[src/rtl/lpg_pkg.sv]
package lpg_pkg;
   localparam logic [7:0] ADDR_DRV_LO = 8'h0E;
   localparam logic [7:0] ADDR_DRV_HI = 8'h0F;
   localparam logic [7:0] ADDR_RST_LO = 8'h12;
   localparam logic [7:0] ADDR_RST_HI = 8'h13;
   localparam int BYTE_W = 8;
   typedef logic [BYTE_W-1:0] byte_t;
endpackage

[src/rtl/lpg_regs.sv]
module lpg_regs
   import lpg_pkg::*;
#(
   parameter int CNT_W      = 10,
   parameter int DRV_RESET  = 32,
   parameter int RST_RESET  = 55
) (
   input  logic             clk,
   input  logic             rst_n,
   input  logic             we,
   input  byte_t            addr,
   input  byte_t            wdata,
   output byte_t            rdata,
   output logic [CNT_W-1:0] drv_end,
   output logic [CNT_W-1:0] rst_start
);
   localparam int HI_W = CNT_W - BYTE_W;

   initial begin
      if (HI_W < 1 || HI_W > BYTE_W) $error("lpg_regs: CNT_W must be 9..16");
   end

   logic [CNT_W-1:0] end_q, start_q;

   always_ff @(posedge clk) begin
      if (!rst_n) begin
         end_q   <= CNT_W'(DRV_RESET);
         start_q <= CNT_W'(RST_RESET);
      end else if (we) begin
         case (addr)
            ADDR_DRV_LO: end_q[BYTE_W-1:0]       <= wdata;
            ADDR_DRV_HI: end_q[CNT_W-1:BYTE_W]   <= wdata[HI_W-1:0];
            ADDR_RST_LO: start_q[BYTE_W-1:0]     <= wdata;
            ADDR_RST_HI: start_q[CNT_W-1:BYTE_W] <= wdata[HI_W-1:0];
            default: ;
         endcase
      end
   end

   always_comb begin
      case (addr)
         ADDR_DRV_LO: rdata = end_q[BYTE_W-1:0];
         ADDR_DRV_HI: rdata = BYTE_W'(end_q[CNT_W-1:BYTE_W]);
         ADDR_RST_LO: rdata = start_q[BYTE_W-1:0];
         ADDR_RST_HI: rdata = BYTE_W'(start_q[CNT_W-1:BYTE_W]);
         default:     rdata = '0;
      endcase
   end

   assign drv_end   = end_q;
   assign rst_start = start_q;
endmodule

[src/rtl/lpg_edge.sv]
module lpg_edge (
   input  logic clk,
   input  logic rst_n,
   input  logic hsync_in,
   output logic restart
);
   logic hs_d;

   always_ff @(posedge clk) begin
      if (!rst_n) begin
         hs_d    <= 1'b1;
         restart <= 1'b0;
      end else begin
         hs_d    <= hsync_in;
         restart <= hs_d & ~hsync_in;
      end
   end

   AST_ONE_RESTART: assert property (@(posedge clk) disable iff (!rst_n)
      restart |=> !restart);
endmodule

[src/rtl/lpg_timer.sv]
module lpg_timer #(
   parameter int CNT_W = 10
) (
   input  logic             clk,
   input  logic             rst_n,
   input  logic             restart,
   input  logic [CNT_W-1:0] drv_end,
   input  logic [CNT_W-1:0] rst_start,
   output logic [CNT_W-1:0] cnt,
   output logic             run,
   output logic [CNT_W-1:0] end_act,
   output logic [CNT_W-1:0] start_act
);
   localparam logic [CNT_W-1:0] CNT_MAX = {CNT_W{1'b1}};

   always_ff @(posedge clk) begin
      if (!rst_n) begin
         cnt       <= '0;
         run       <= 1'b0;
         end_act   <= '0;
         start_act <= '0;
      end else if (restart) begin
         cnt       <= '0;
         run       <= 1'b1;
         end_act   <= drv_end;
         start_act <= rst_start;
      end else if (run && cnt != CNT_MAX) begin
         cnt <= cnt + 1'b1;
      end
   end

   AST_RESTART_ZERO: assert property (@(posedge clk) disable iff (!rst_n)
      restart |=> (cnt == '0 && run));
   AST_COUNT_STEP: assert property (@(posedge clk) disable iff (!rst_n)
      (!restart && run && cnt != CNT_MAX) |=> cnt == $past(cnt) + 1'b1);
   AST_NO_OVERFLOW: assert property (@(posedge clk) disable iff (!rst_n)
      (!restart && cnt == CNT_MAX) |=> cnt == CNT_MAX);
   AST_SETTING_HOLD: assert property (@(posedge clk) disable iff (!rst_n)
      !restart |=> ($stable(end_act) && $stable(start_act)));
endmodule

[src/rtl/lpg_window.sv]
module lpg_window #(
   parameter int CNT_W     = 10,
   parameter int RESTORE_W = 16
) (
   input  logic             clk,
   input  logic             rst_n,
   input  logic [CNT_W-1:0] cnt,
   input  logic             run,
   input  logic [CNT_W-1:0] end_act,
   input  logic [CNT_W-1:0] start_act,
   output logic             drive_out,
   output logic             restore_out
);
   localparam logic [CNT_W-1:0] CNT_MAX = {CNT_W{1'b1}};
   localparam logic [CNT_W:0]   WIN_EXT = (CNT_W+1)'(RESTORE_W);

   initial begin
      if (RESTORE_W < 0 || RESTORE_W >= (1 << CNT_W))
         $error("lpg_window: RESTORE_W out of range");
   end

   assign drive_out = run && (cnt < end_act);

   generate
      if (RESTORE_W == 0) begin : g_no_restore
         assign restore_out = 1'b0;
      end else begin : g_restore
         logic [CNT_W:0] lo_ext, hi_ext, c_ext;
         assign lo_ext = {1'b0, start_act};
         assign hi_ext = lo_ext + WIN_EXT;
         assign c_ext  = {1'b0, cnt};
         assign restore_out = run && (cnt != CNT_MAX) &&
                              (c_ext >= lo_ext) && (c_ext < hi_ext);
      end
   endgenerate

   AST_DRV_FALL_AT_END: assert property (@(posedge clk) disable iff (!rst_n)
      $fell(drive_out) |-> (cnt == end_act));
   AST_DRV_RISE_AT_ZERO: assert property (@(posedge clk) disable iff (!rst_n)
      $rose(drive_out) |-> (cnt == '0));
   AST_RST_RISE_AT_START: assert property (@(posedge clk) disable iff (!rst_n)
      $rose(restore_out) |-> (cnt == start_act));
   AST_QUIET_AT_MAX: assert property (@(posedge clk) disable iff (!rst_n)
      (cnt == CNT_MAX) |-> !restore_out);
endmodule

[src/rtl/line_pulse_gen.sv]
module line_pulse_gen
   import lpg_pkg::*;
#(
   parameter int CNT_W     = 10,
   parameter int RESTORE_W = 16,
   parameter int DRV_RESET = 32,
   parameter int RST_RESET = 55
) (
   input  logic       clk,
   input  logic       rst_n,
   input  logic       hsync_in,
   input  logic       cfg_we,
   input  logic [7:0] cfg_addr,
   input  logic [7:0] cfg_wdata,
   output logic [7:0] cfg_rdata,
   output logic       drive_out,
   output logic       restore_out
);
   logic [CNT_W-1:0] drv_end, rst_start, cnt, end_act, start_act;
   logic             restart, run;

   lpg_regs #(.CNT_W(CNT_W), .DRV_RESET(DRV_RESET), .RST_RESET(RST_RESET)) u_regs (
      .clk(clk), .rst_n(rst_n), .we(cfg_we), .addr(cfg_addr), .wdata(cfg_wdata),
      .rdata(cfg_rdata), .drv_end(drv_end), .rst_start(rst_start));

   lpg_edge u_edge (
      .clk(clk), .rst_n(rst_n), .hsync_in(hsync_in), .restart(restart));

   lpg_timer #(.CNT_W(CNT_W)) u_timer (
      .clk(clk), .rst_n(rst_n), .restart(restart), .drv_end(drv_end),
      .rst_start(rst_start), .cnt(cnt), .run(run), .end_act(end_act),
      .start_act(start_act));

   lpg_window #(.CNT_W(CNT_W), .RESTORE_W(RESTORE_W)) u_window (
      .clk(clk), .rst_n(rst_n), .cnt(cnt), .run(run), .end_act(end_act),
      .start_act(start_act), .drive_out(drive_out), .restore_out(restore_out));
endmodule

[config.mk]
export PLATFORM = sky130hd
export DESIGN_NAME = line_pulse_gen
export DESIGN_NICKNAME = d
export VERILOG_FILES = /design/src/rtl/lpg_pkg.sv /design/src/rtl/lpg_regs.sv /design/src/rtl/lpg_edge.sv /design/src/rtl/lpg_timer.sv /design/src/rtl/lpg_window.sv /design/src/rtl/line_pulse_gen.sv
export SDC_FILE = /design/constraint.sdc
export NUM_CORES = 1
export LEC_CHECK = 0
export BUFFER_PORTS_ARGS = -buffer_cell sky130_fd_sc_hd__buf_2
export CORE_ASPECT_RATIO = 1.1
export CORE_MARGIN = 5
export CORE_UTILIZATION = 60
export CTS_CLUSTER_DIAMETER = 60
export DETAILED_ROUTE_END_ITERATION = 16
export GPL_TIMING_DRIVEN = 0
export PLACE_DENSITY = 0.92
export SETUP_SLACK_MARGIN = 0.5
export SLEW_MARGIN = 20
export SYNTH_ARGS = -nofsm -noshare
export SYNTH_HDL_FRONTEND = slang
export SYNTH_HIERARCHICAL = 1
export SYNTH_SLANG_ARGS = --single-unit
[constraint.sdc]
create_clock -name clk -period 2.25 [get_ports clk]
set_input_delay 0.1125 -clock clk [delete_from_list [all_inputs] [get_ports clk]]
set_output_delay 0.1125 -clock clk [all_outputs]
set_load 0.02 [all_outputs]
Yosys cells after proc, flatten, opt, wreduce, memory -nomap -nowiden
Cells that the tools add are included.
{"block": "classes", "n_addsub": 2, "order_cmp": 3, "eq_ne": 5, "n_mux": 1, "n_bitwise": 3, "reduce_logical": 9}
{"operator": "$pmux 8 s4", "count": 1}
{"operator": "$eq 8x4->1 const B", "count": 2}
{"operator": "$eq 8x5->1 const B", "count": 2}
{"operator": "$add 10x5->11 const B", "count": 1}
{"operator": "$lt 10x11->1", "count": 1}
{"operator": "$add 10x1->10 const B", "count": 1}
{"operator": "$ge 10x10->1", "count": 1}
{"operator": "$lt 10x10->1", "count": 1}
{"operator": "$ne 10x10->1 const B", "count": 1}
{"operator": "$reduce_and 2->1", "count": 4}
{"operator": "$logic_and 1x1->1", "count": 4}
{"operator": "$not 1->1", "count": 2}
{"operator": "$reduce_or 2->1", "count": 1}
{"operator": "$and 1x1->1", "count": 1}
{"block": "totals", "ff_bits": 53, "elab_cells": 33}

Logic depth before layout (Yosys ltp)
{"block": "depth", "word_depth": 4, "ltp_mapped": 9, "mapped_depth_nobuf": 9}

Cells and area by module
Netlist, hierarchy kept.
{"module": "lpg_timer", "instances": 1, "cells_per_inst": 138, "area_each_um2": 1382.6, "seq_area_each_um2": 620.6}
{"module": "lpg_regs", "instances": 1, "cells_per_inst": 121, "area_each_um2": 1073.5, "seq_area_each_um2": 400.4}
{"module": "lpg_window", "instances": 1, "cells_per_inst": 98, "area_each_um2": 730.7, "seq_area_each_um2": 0.0}
{"module": "lpg_edge", "instances": 1, "cells_per_inst": 4, "area_each_um2": 55.1, "seq_area_each_um2": 40.0}

Worst setup path before layout
OpenSTA, ideal clock, no wires.
{"block": "synth_path", "kind": "reg2out", "start": "reg u_timer.start_act[4]", "end": "out restore_out", "arrival_ns": 1.810, "required_time_ns": 2.138, "slack_ns": 0.327, "path_stages_with_launch": 10, "n_path_buf": 0, "cell_sequence": "dfxtp_1 ha_1 nand3_1 xnor2_1 ha_1 a21oi_1 nor2b_1 o21ai_1 o311ai_1 a211oi_2"}
{"block": "synth_via", "elab_chain_len": 3, "elab_cells_between_ends": 5}
{"element": "start: declaration", "line_no": "lpg_timer.sv:12", "rtl": "output logic [CNT_W-1:0] start_act"}
{"element": "start signal: assignment", "line_no": "lpg_timer.sv:26", "rtl": "start_act <= rst_start;"}
{"element": "$add 10x5->11 or $ge 10x10->1 (tied branches)", "line_no": "lpg_window.sv:30, lpg_window.sv:33"}
{"element": "$lt 10x11->1 or $logic_and 1x1->1 (tied branches)", "line_no": "lpg_window.sv:33, lpg_window.sv:32"}
{"element": "$logic_and 1x1->1 (*)", "line_no": "lpg_window.sv:33", "rtl": "(c_ext >= lo_ext) && (c_ext < hi_ext);"}
{"element": "end: declaration", "line_no": "line_pulse_gen.sv:17", "rtl": "output logic restore_out"}
Every way passes the cells marked *; elsewhere a longest branch is shown, timed or not.

Worst setup path in the final report
{"block": "layout_path", "start": "reg u_timer.start_act[7]", "end": "out restore_out"}
The elaborated chain is that of the path after synthesis.

==> summary.md <==
| Metric | Value |
|---|---|
| Outcome | `complete, but fails checks` |
| Failing checks | `negative setup slack` |
| P_int | `1.47 mW` |
| Antenna Cells | `0` |
| Tmin final | `2.27 ns` |
| Clock Sinks | `53` |
| Main combinational cell family by area after synthesis | `simple AND/OR/NAND/NOR gates` |
| Residual DRC count | `0` |
| GPL Wtd Cong | `about 0.87` |
| Global-route wire length before repair | `14.1 mm` |
| Worst Path Arrival | `2.16 ns` |
| Final hold viol count | `0` |
| Routed len/inst | `roughly 18 um` |
| First-pass DRT Iterations | `5` |
| Chip width | `between 80 and 90 um` |
| Inserted Clock Buffers | `5` |
| Syn nets | `408` |
| Pwr dens | `496 nW/um2` |
| Non-filler cells, final | `roughly 490` |
| Cell total after placement | `roughly 470` |
| Max transition margin | `~62%` |
| RSZ-0062 raised after global routing | `yes` |
| #FFs+latches synth | `53` |
| Commonest non-fill, non-tap cell in the layout | `mux2i_1` |
| Max Fclk | `around 440 MHz` |
| Post-synthesis adder-cell area fraction | `between 10% and 20%` |
| Number of global-route vias before repair | `around 3000` |
| DR vias/cell | `approximately 6.2` |
| Root Driver | `clkbuf_8` |
| Synth Area in Compound Gates | `12.2%` |
| Antenna violations before repair | `0` |
| Fin nets | `456` |
| Setup TNS | `-0.0178 ns` |
| 1st-iter DRT viols | `about 280` |
| Crit path max fanout | `4` |
| Sequential share of the synthesized area | `32.7%` |
| Total number of vias | `about 3000` |
| Fillers | `383` |
| Crit path launch type | `flop` |
| Post-synth ARST share | `0%` |
| Critical path class | `reg2out` |
| YS warnings | `6` |
| MaxCap Viol Count | `0` |
| Post-synth cell types | `49` |
| # IOs | `30` |
| Max clock buf depth | `2` |
| Fin worst setup slack | `-0.0178 ns` |
| Most frequent cells in the layout | `mux2i_1, buf_2, dfxtp_1` |
| Worst hold margin | `roughly 0.057 ns` |
| Initial core utilization | `roughly three fifths` |
| Simple logic cell fraction of the synthesized area | `24.5%` |
| Period utilisation layout | `101%` |
| Synth Area in XOR/XNOR | `1.08%` |
| Final setup vio count | `1` |
| Worst-Margin Slew | `0.563 ns` |
| TritonCTS clock tree | `built` |
| Net Switching | `0.445 mW` |
| Share of post-route cells with drive strength above 1 | `27.1%` |
| Port bufs | `29` |
| VDD IR max | `0.628 mV` |
| Top FF cell, synth | `dfxtp_1` |
| Total track usage | `25.6%` |
| Logic pwr share | `10.0%` |
| Clock network power share | `between 40% and 50%` |
| Clock slew at reported path FFs | `0.10 ns` |
| Core Region | `approximately 5300 um2` |
| Clock Latency Late Sink | `0.31 ns` |
| Die Area | `6980 um2` |
| Synth Cell Area | `approximately 3200 um2` |
| Footprint of the multi-input gates | `2060 um2` |
| Cell count after synthesis | `roughly 360` |
| Crit. End Element | `output port` |
| Worst Clk Skew | `between 0.005 and 0.006 ns` |
| Reg power frac | `50.1%` |
| Post-synth EDFFs | `0` |
| CTS H-Tree Depth | `2` |
| Worst Hold Class | `in2reg` |
| Post-synthesis average cell area | `about 9 um2` |
| Req. time, crit path | `about 2.1 ns` |
| Detail Route Antenna Nets | `0` |
| HPWL Detailed | `5.87 mm` |
| Register area | `1110 um2` |
| Synthesis-to-finish area growth | `19.0%` |
| Final slew viol count | `0` |
| Sw Ratio | `23.3%` |
| Post-synthesis mux area share | `between 10 and 15%` |
| Largest net degree at the start of global routing | `17` |
| Remaining Overflow, GRT | `0` |
| Overall Power | `1.91 mW` |
| Final wirelength | `between 8 and 9 mm` |
| Die Y | `87.1 um` |
| LEAKAGE | `1.56 nW` |
| Cell row count | `28` |
## synth_stat cells, types with 2 or more instances
cell,instances,area [um2]
a21boi_1,2,15.0
dfxtp_1,53,1060
clkbuf_1,8,30.0
and3_1,4,25.0
nor4_1,2,12.5
and3b_1,5,43.8
o21ai_0,5,25.0
nand2_1,23,86.3
mux2_2,4,45.0
a31oi_1,3,18.8
nand2b_1,4,25.0
nand4b_1,2,17.5
nor2_1,6,22.5
and3_2,2,15.0
inv_1,26,97.6
and4_1,3,26.3
nand4_1,14,87.6
nor4bb_1,3,30.0
buf_6,3,33.8
clkbuf_2,2,10.0
nand3_1,27,135
o211ai_2,4,50.1
a41oi_1,2,17.5
a21o_1,5,37.5
buf_2,8,40.0
nor3_1,3,15.0
mux2i_1,36,360
a21oi_1,18,90.1
a211oi_1,10,75.1
ha_1,27,338
nor2b_1,26,163
xnor2_1,4,35.0
## flip-flops by register name (all words and copies together) (netlist names)
| register | flops |
|---|---|
| u_edge/restart | 1 |
| u_edge/hs_d | 1 |
| u_timer/cnt | 10 |
| u_timer/start_act | 10 |
| u_regs/drv_end | 10 |
| u_timer/run | 1 |
| u_regs/rst_start | 10 |
| u_timer/end_act | 10 |
## through the flow
| step | util (%) | worst slack (ns) | cell area, um2 |
|---|---|---|---|
| 4_1_cts | 69.8 | -0.0262 | 3720 |
| 6_report | 72.5 | -0.0178 | 3860 |
| 2_1_floorplan | - | 0.399 | 3260 |
| 5_1_grt | 72.5 | -0.145 | 3860 |
| 3_3_place_gp | 65.8 | 0.231 | 3500 |
| 3_5_place_dp | 65.8 | 0.223 | 3500 |
## final cells by class
class                           count  area share (%)
Buffer                             22            3.05
Clock buffer                        5            1.78
Clock inverter                      3            1.69
Inverter                           26            2.53
Multi-Input combinational cell    260            53.3
Sequential cell                    53            28.8
Tap cell                           75            2.43
Timing Repair Buffer               41            6.39
## cells by family after synthesis
family                     count (synthesis)
and+or+nand+nor                          132
AOI/OAI and AO/OA                         57
DFF                                       53
buffers and inverters                     48
muxes                                     40
adders and majority gates                 27
xor gates and xnor gates                   4
## worst paths after layout
| check | from | endpoint | slack, ns | cells past startpoint |
|---|---|---|---|---|
| max | u_timer/start_act[7]$_SDFFE_PN0P_ | restore_out | -0.02 | 9 |
| min reg2reg | u_edge/hs_d$_SDFF_PN1_ | u_edge/restart$_SDFF_PN0_ | 0.48 | 1 |
| min | cfg_wdata[4] | u_regs/drv_end[4]$_SDFFE_PN0P_ | 0.06 | 3 |
| max reg2reg | u_timer/cnt[0]$_SDFFE_PP0P_ | u_timer/cnt[8]$_SDFFE_PP0P_ | 0.65 | 5 |
## layer usage
metal / vias to the layer above / wire length (um) / global-route usage [%] / part of all wire, %
li1: 1391 / - / - / -
met1: 1405 / 3380 / 29.3 / 39
met2: 175 / 4440 / 46.7 / 51
met3: 32 / 576 / 4.14 / 6.7
met4: 0 / 246 / 10.4 / 2.8
met5: - / 0 / 0 / 0
## what timing repair did
| item | in CTS | in global routing |
|---|---|---|
| setup buffers | 4 | 7 |
| pin swaps | 4 | 7 |
| hold buffers | 1 | 0 |
| gates resized for setup | 16 | 28 |
| setup endpoints to repair | 2 | 5 |
| endpoints found under the hold margin | 1 | 0 |
## power by group through the flow
stage	clock network, mW	registers (mW)	logic (mW)
finish	0.764	0.958	0.190
global route	0.810	0.961	0.209
CTS	0.765	0.963	0.183
detailed placement	0	0.991	0.172
global placement	0	0.990	0.166
floorplan	0	0.984	0.122
## worst max-delay path: stages, from the launching register on
cell	delay (ns)
dfxtp_4	0.38
and3_4	0.19
nand3_2	0.08
xnor2_1	0.19
ha_1	0.27
nor2b_1	0.15
o21ai_2	0.14
o311ai_2	0.13
a211oi_2	0.15
buf_4	0.17
Power figures use the tool's default switching activity.
